$ cat src/rtl/frame_cap_pkg.sv
package frame_cap_pkg;

  typedef enum logic [2:0] {
    ST_ARM,
    ST_CAP,
    ST_GAP_H,
    ST_HOST,
    ST_GAP_C
  } capState_e;

  typedef struct packed {
    logic clearAddr;
    logic latchMode;
    logic loadPix;
    logic weLow;
    logic advance;
  } dpCtrl_t;

endpackage

$ cat src/rtl/capture_ctrl.sv
module capture_ctrl
  import frame_cap_pkg::*;
(
  input  logic    clk,
  input  logic    rst,
  input  logic    camPclk,
  input  logic    camHref,
  input  logic    camVsync,
  input  logic    hostRelease,
  input  logic    full,
  output dpCtrl_t ctrl,
  output logic    capOe,
  output logic    hostGrant,
  output logic    frameReady
);

  logic [2:0] pclkSh;
  logic [1:0] hrefSh;
  logic [2:0] vsSh;
  capState_e  state, nextState;
  logic [1:0] phase, nextPhase;
  logic       pclkRise, vsRise, startWr;

  assign pclkRise = pclkSh[1] & ~pclkSh[2];
  assign vsRise   = vsSh[1] & ~vsSh[2];

  always_ff @(posedge clk) begin
    if (rst) begin
      pclkSh <= '0;
      hrefSh <= '0;
      vsSh   <= '0;
      state  <= ST_ARM;
      phase  <= '0;
    end else begin
      pclkSh <= {pclkSh[1:0], camPclk};
      hrefSh <= {hrefSh[0], camHref};
      vsSh   <= {vsSh[1:0], camVsync};
      state  <= nextState;
      phase  <= nextPhase;
    end
  end

  // a write begins only when no frame end is pending on the same cycle
  assign startWr = (state == ST_CAP) && (phase == 2'd0) && !vsRise &&
                   pclkRise && hrefSh[1] && !full;

  always_comb begin
    nextState = state;
    case (state)
      ST_ARM:   if (vsRise) nextState = ST_CAP;
      ST_CAP:   if (vsRise && phase == 2'd0) nextState = ST_GAP_H;
      ST_GAP_H: nextState = ST_HOST;
      ST_HOST:  if (hostRelease) nextState = ST_GAP_C;
      ST_GAP_C: nextState = ST_ARM;
      default:  nextState = ST_ARM;
    endcase
  end

  // phase 1: setup, phase 2: strobe low, phase 3: hold
  always_comb begin
    if (phase != 2'd0) nextPhase = phase + 2'd1;
    else               nextPhase = startWr ? 2'd1 : 2'd0;
  end

  always_comb begin
    ctrl.clearAddr = (state == ST_ARM) && vsRise;
    ctrl.latchMode = (state == ST_ARM) && vsRise;
    ctrl.loadPix   = startWr;
    ctrl.weLow     = (phase == 2'd1);
    ctrl.advance   = (phase == 2'd3);
  end

  assign capOe      = (state == ST_ARM) || (state == ST_CAP);
  assign hostGrant  = (state == ST_HOST);
  assign frameReady = (state == ST_HOST);

endmodule

$ cat src/rtl/capture_dp.sv
module capture_dp
  import frame_cap_pkg::*;
#(
  parameter int PW         = 8,
  parameter int AW         = 19,
  parameter int MAX_PIXELS = 326688,
  parameter int THRESH     = 128
) (
  input  logic          clk,
  input  logic          rst,
  input  dpCtrl_t       ctrl,
  input  logic [PW-1:0] camPix,
  input  logic          binarize,
  output logic [AW-1:0] sramAddr,
  output logic [PW-1:0] sramData,
  output logic          sramWeN,
  output logic [AW:0]   pixelCount,
  output logic          full
);

  localparam logic [AW:0]   LIMIT  = (AW+1)'(MAX_PIXELS);
  localparam logic [PW-1:0] THR    = PW'(THRESH);
  localparam logic [PW-1:0] PIX_HI = {PW{1'b1}};

  logic [AW:0]   cnt;
  logic [PW-1:0] dataReg;
  logic          weReg;
  logic          modeReg;
  logic [PW-1:0] pixIn;

  assign pixIn = modeReg ? ((camPix >= THR) ? PIX_HI : '0) : camPix;

  always_ff @(posedge clk) begin
    if (rst) begin
      cnt     <= '0;
      dataReg <= '0;
      weReg   <= 1'b1;
      modeReg <= 1'b0;
    end else begin
      if (ctrl.clearAddr)    cnt     <= '0;
      else if (ctrl.advance) cnt     <= cnt + 1'b1;
      if (ctrl.latchMode)    modeReg <= binarize;
      if (ctrl.loadPix)      dataReg <= pixIn;
      weReg <= !ctrl.weLow;
    end
  end

  assign sramAddr   = cnt[AW-1:0];
  assign sramData   = dataReg;
  assign sramWeN    = weReg;
  assign pixelCount = cnt;
  assign full       = (cnt >= LIMIT);

endmodule

$ cat src/rtl/frame_capture_sram.sv
module frame_capture_sram
  import frame_cap_pkg::*;
#(
  parameter int PW         = 8,
  parameter int AW         = 19,
  parameter int MAX_PIXELS = 326688,
  parameter int THRESH     = 128
) (
  input  logic          clk,
  input  logic          rst,
  input  logic          camPclk,
  input  logic          camHref,
  input  logic          camVsync,
  input  logic [PW-1:0] camPix,
  input  logic          binarize,
  input  logic          hostRelease,
  output logic [AW-1:0] sramAddr,
  output logic [PW-1:0] sramData,
  output logic          sramWeN,
  output logic          capOe,
  output logic          hostGrant,
  output logic          frameReady,
  output logic [AW:0]   pixelCount
);

  dpCtrl_t ctrl;
  logic    full;

  capture_ctrl uCtrl (
    .clk         (clk),
    .rst         (rst),
    .camPclk     (camPclk),
    .camHref     (camHref),
    .camVsync    (camVsync),
    .hostRelease (hostRelease),
    .full        (full),
    .ctrl        (ctrl),
    .capOe       (capOe),
    .hostGrant   (hostGrant),
    .frameReady  (frameReady)
  );

  capture_dp #(
    .PW         (PW),
    .AW         (AW),
    .MAX_PIXELS (MAX_PIXELS),
    .THRESH     (THRESH)
  ) uDp (
    .clk        (clk),
    .rst        (rst),
    .ctrl       (ctrl),
    .camPix     (camPix),
    .binarize   (binarize),
    .sramAddr   (sramAddr),
    .sramData   (sramData),
    .sramWeN    (sramWeN),
    .pixelCount (pixelCount),
    .full       (full)
  );

endmodule

$ cat config.mk
export PLATFORM = sky130hd
export DESIGN_NAME = frame_capture_sram
export DESIGN_NICKNAME = d
export VERILOG_FILES = /design/src/rtl/frame_cap_pkg.sv /design/src/rtl/capture_ctrl.sv /design/src/rtl/capture_dp.sv /design/src/rtl/frame_capture_sram.sv
export SDC_FILE = /design/constraint.sdc
export NUM_CORES = 1
export LEC_CHECK = 0
export BUFFER_PORTS_ARGS = -buffer_cell sky130_fd_sc_hd__buf_2
export CAP_MARGIN = 30
export CORE_UTILIZATION = 50
export DETAILED_ROUTE_END_ITERATION = 16
export GPL_TIMING_DRIVEN = 0
export PLACE_DENSITY = 0.87
export SLEW_MARGIN = 20
export SYNTH_ARGS = -nofsm -noshare
export SYNTH_HDL_FRONTEND = slang
export SYNTH_SLANG_ARGS = --single-unit
export TNS_END_PERCENT = 1
$ cat constraint.sdc
create_clock -name clk -period 2 [get_ports clk]
set_input_delay 0.5 -clock clk [delete_from_list [all_inputs] [get_ports clk]]
set_output_delay 0.5 -clock clk [all_outputs]
set_load 0.1 [all_outputs]
# --- Word-level counts from Yosys, hierarchy flattened ---
# Cells that the tools add are included.
# Widths: inputs -> output; s select.
totals:
  in_bits: 15
  output_inout_bits: 51
  reg_bits: 43
classes:
  bitwise_logic: 4
  n_lt_le_gt_ge: 2
  n_eq_ne: 8
  mux: 8
  n_addsub: 2
  reduce_logical: 16
ops:
  columns: ["operator", "n"]
  rows:
  - ["$add 20x1->20 const B", 1]
  - ["$ge 20x19->1 const B", 1]
  - ["$mux 8", 2]
  - ["$pmux 3 s4", 1]
  - ["$mux 3", 3]
  - ["$ge 8x8->1 const B", 1]
  - ["$logic_and 1x1->1", 7]
  - ["$eq 3x2->1 const B", 2]
  - ["$ne 2x2->1 const B", 2]
  - ["$eq 3x1->1 const B", 1]
  - ["$logic_not 1->1", 3]
  - ["$logic_not 3->1", 1]
  - ["$reduce_and 3->1", 1]
  - ["$add 2x1->2 const B", 1]
  - ["$and 1x1->1", 2]
  - ["$eq 2x1->1 const B", 1]
  - ["$eq 2x2->1 const B", 1]
  - ["$logic_not 2->1", 1]
  - ["$mux 2", 1]
  - ["$ne 2x1->1 const B", 1]
  - ["$not 1->1", 2]
  - ["$reduce_bool 2->1", 1]
  - ["$reduce_or 2->1", 1]
  - ["$logic_or 1x1->1", 1]
  - ["$mux 1", 1]

# --- Depth between registers and ports, before layout ---
logic_depth:
  ltp_word: 9
  ltp_mapped: 6
  ltp_nobuf: 6

# --- Modules after synthesis ---
# A second synthesis with hierarchy kept.
unflattened:
  cells_unflattened: 227
  hier_area_um2: 1998.2
by_module_without_submodules:
  columns: ["mod", "seq_area_each_um2", "area_per_inst_um2", "n_inst", "cells_per_inst"]
  rows:
  - ["capture_dp", 600.6, 1456.4, 1, 174]
  - ["capture_ctrl", 260.2, 541.8, 1, 53]

# --- Worst setup path after synthesis ---
# OpenSTA, ideal clock, no wires.
synth_path:
  path_type: "reg2out"
  start: "register uCtrl.state[1]"
  end: "output hostGrant"
  stages_incl_launch_ff: 5
  path_slack_ps: -849
  t_required_ps: 1500
  t_arrival_ps: 2349
  path_cell_list: "dfxtp_1 > clkbuf_1 > nand2_1 > nor2_1 > buf_4"
synth_via:
  elab_chain_len: 1
synth_lines:
  columns: ["item", "line", "text"]
  rows:
  - ["from (decl)", "capture_ctrl.sv:20", "capState_e state, nextState;"]
  - ["from (signal assigned)", "capture_ctrl.sv:38", "state <= nextState;"]
  - ["$eq 3x2->1", null, null]
  - ["to (decl)", "frame_capture_sram.sv:21", "output logic hostGrant,"]
# Every way passes these cells.

# --- Final worst setup path ---
layout_path:
  start: "register uDp.cnt[4] (netlist: uDp.pixelCount[4])"
  end: "output sramAddr[4]"
layout_rtl:
  columns: ["item", "line", "text"]
  rows:
  - ["from (decl)", "capture_dp.sv:25", "logic [AW:0] cnt;"]
  - ["from (signal assigned)", "capture_dp.sv:41", "else if (ctrl.advance) cnt <= cnt + 1'b1;"]
  - ["to (decl)", "frame_capture_sram.sv:17", "output logic [AW-1:0] sramAddr,"]
# No word-level cell between the ends.

==> qor.txt <==
status -> completed
FILL cells -> 319
fin crit period -> 1870 ps
via/cell ratio -> 5.15
internal reg-to-reg setup slack -> 180 ps
Max Buffers Root-to-Sink -> 2
Worst setup EP type -> primary output
Seq cells post-synth -> 43
Worst setup SP type -> flop
DRT iter0 DRCs -> 109
commonest non-fill, non-tap cell in the layout -> buf_2
RSZ-0062 raised after global routing -> no
Slew Limit Fails -> 0
CTS buffer count -> 5
worst-margin pin slew -> 600 ps
post-DP HPWL -> 3050 um
Skew-Pair Late Insertion Delay -> 300 ps
input/output buffers -> 65
initial antenna violation count -> 0
final WL -> 4100 um
Cells after Synth -> 229
Post-synth EDFFs -> 0
CTS Sinks -> 43
Post-Route Setup TNS -> 0 ps
Yosys cell types -> 39
Leak Pwr -> 1.19 nW
kind of critical path -> reg -> out
area leader, netlist -> dfxtp_1
die area -> 4360 sq um
Synth warnings -> 0
synthesized area -> 2050 sq um
CP max FO -> 8
Hold Path Stages -> 2
GR Overflow Total -> 0
CTS Root Cell -> clkbuf_8
core area -> 3800 sq um
most area-consuming cells after synthesis -> dfxtp_1, buf_4, nor2b_1, nor2_1, a21oi_1
drt first pass iters -> 4
syn nets -> 249
gpl congestion -> 0.758
clock skew -> 5.45 ps
fin nets -> 321
layout cell share with drive strength beyond 1 -> 40.1%
H-tree levels -> 2
reg2reg end -> uDp.sramData[0]
register area -> 871 sq um
initial cell density of the core -> 54.0%
Hold Path Class -> in -> reg
Total GRT Usage -> 20.3%
drt wl/cell -> 11.7 um
antenna-violating nets left -> 0
placed cell area -> 2450 sq um
# Max-Cap Violations -> 0
crit path DAT -> 1370 ps
pwr dens -> 577 nW/um^2
FMAX -> 0.536 GHz
largest net degree at the start of global routing -> 13
RR Startpoint -> uDp.pixelCount[16]
vias in the first global route -> 1,553
Worst Hold End -> uCtrl.vsSh[0]
CTS Hold Bufs -> 0
CP required -> 1500 ps
vias -> 1,801
final non-filler cell area -> 2550 sq um
num ports -> 66
sequential area share after synthesis -> 42.0%
final setup violation count -> 0
Die Span X -> 66.0 um
Tcrit/Tclk final -> 93.3%
Mean Syn Cell Area -> 8.95 sq um
Post-synth ARST share -> 0%
Multi-input gate area -> 988 sq um
most frequent cells in the layout -> buf_2, dfxtp_1, nor2_1, buf_4, a21oi_1
Top FF cell, synth -> dfxtp_1
diode count -> 0
Worst R2R Path Depth -> 4
CTS tree -> done
chip height -> 66.0 um
overall power -> 1.47 mW
Fin. Hold Viols -> 0
Layout area overhead -> 24.4%
global-route wire length before repair -> 6770 um
relative slew slack -> 59.4%
std cell rows -> 22
worst hold start -> camVsync
Peak VDD IR -> 0.000505 V
Synth top area share -> 42.0%
CTS clk-pin slew, worst paths -> 80 ps
DRC Markers -> 0
## synthesized netlist by cell type (5+ instances only)
cell	number
a21oi_1	17
buf_4	20
clkbuf_1	6
dfxtp_1	43
ha_1	5
inv_1	8
mux2_2	7
nand2_1	7
nand3_1	6
nand4_1	6
nor2_1	24
nor2b_1	16
o21ai_0	9
or3_1	7
xnor2_1	6
xor2_1	5
## power by group
group          internal, mW  leakage (nW)  switching [mW]
sequential            0.864         0.352         0.00386
combinational        0.0294         0.795          0.0433
clock                 0.245        0.0422           0.286
total                  1.14          1.19           0.333
## registers in the layout, summed over array words and instances, names as in the netlist
| signal | cells |
|---|---|
| uDp.sramData | 8 |
| uCtrl.pclkSh | 3 |
| uCtrl.state | 3 |
| uDp.pixelCount | 20 |
| uCtrl.vsSh | 3 |
| uCtrl.hrefSh | 2 |
| uCtrl.phase | 2 |
| uDp.modeReg | 1 |
| uDp.sramWeN | 1 |
## final cells by class
class	instances	area share [%]
inverters	8	1.18
repair buffers	65	13.0
plain buffers	29	7.41
flip-flops and latches	43	34.2
multi-input cells	149	38.8
clock inverters	1	0.196
clock buffers	7	2.99
well taps	48	2.36
## cell families after synthesis
logic type	after synthesis	synth area share, %
mux	9	4.82
fa+ha+maj	5	3.05
compound gates	32	9.46
simple gates	92	25.3
buf+inv	37	10.6
flops	43	42.0
xor+xnor	11	4.70
## critical path, cell delays in order, from the launching register on
cell	delay, ps
dfxtp_1	500
buf_4	160
buf_2	410
## what timing repair did
item / 4_1_cts / 5_1_grt
setup endpoints to repair: 2 / 5
resized for setup: 3 / 2
buffers inserted: 0 / 0
## how the worst max path moves through the flow
stage | start | end | slack (ps) | cells past startpoint
final | uDp.pixelCount[4] | sramAddr[4] | 130 | 2
after global routing | uCtrl.state[1] | hostGrant | 40 | 5
after CTS | uCtrl.phase[0] | uDp.pixelCount[19] | 90 | 5
after detailed placement | uCtrl.phase[0] | uDp.pixelCount[19] | 130 | 5
after global placement | uCtrl.phase[0] | uDp.pixelCount[19] | 180 | 5
after floorplan | uDp.pixelCount[2] | uDp.pixelCount[18] | -230 | 5
## per-layer routing
layer  routed length (um)  GRT usage [%]
met1                 1780           23.4
met2                 2010           34.7
met3                  247           6.90
met4                   54           6.91
met5                    0              0
## metrics by stage
| step | hold slack, ps | cells | setup slack, ps | utilization, % |
|---|---|---|---|---|
| after global routing | 402 | 350 | 41.9 | 67.1 |
| after detailed placement | 430 | 342 | 127 | 64.6 |
| after global placement | 418 | 342 | 176 | 64.6 |
| after floorplan | 414 | 229 | -227 | - |
| final | 412 | 350 | 134 | 67.1 |
| after CTS | 409 | 350 | 89.9 | 66.9 |
Power figures use the tool's default switching activity.
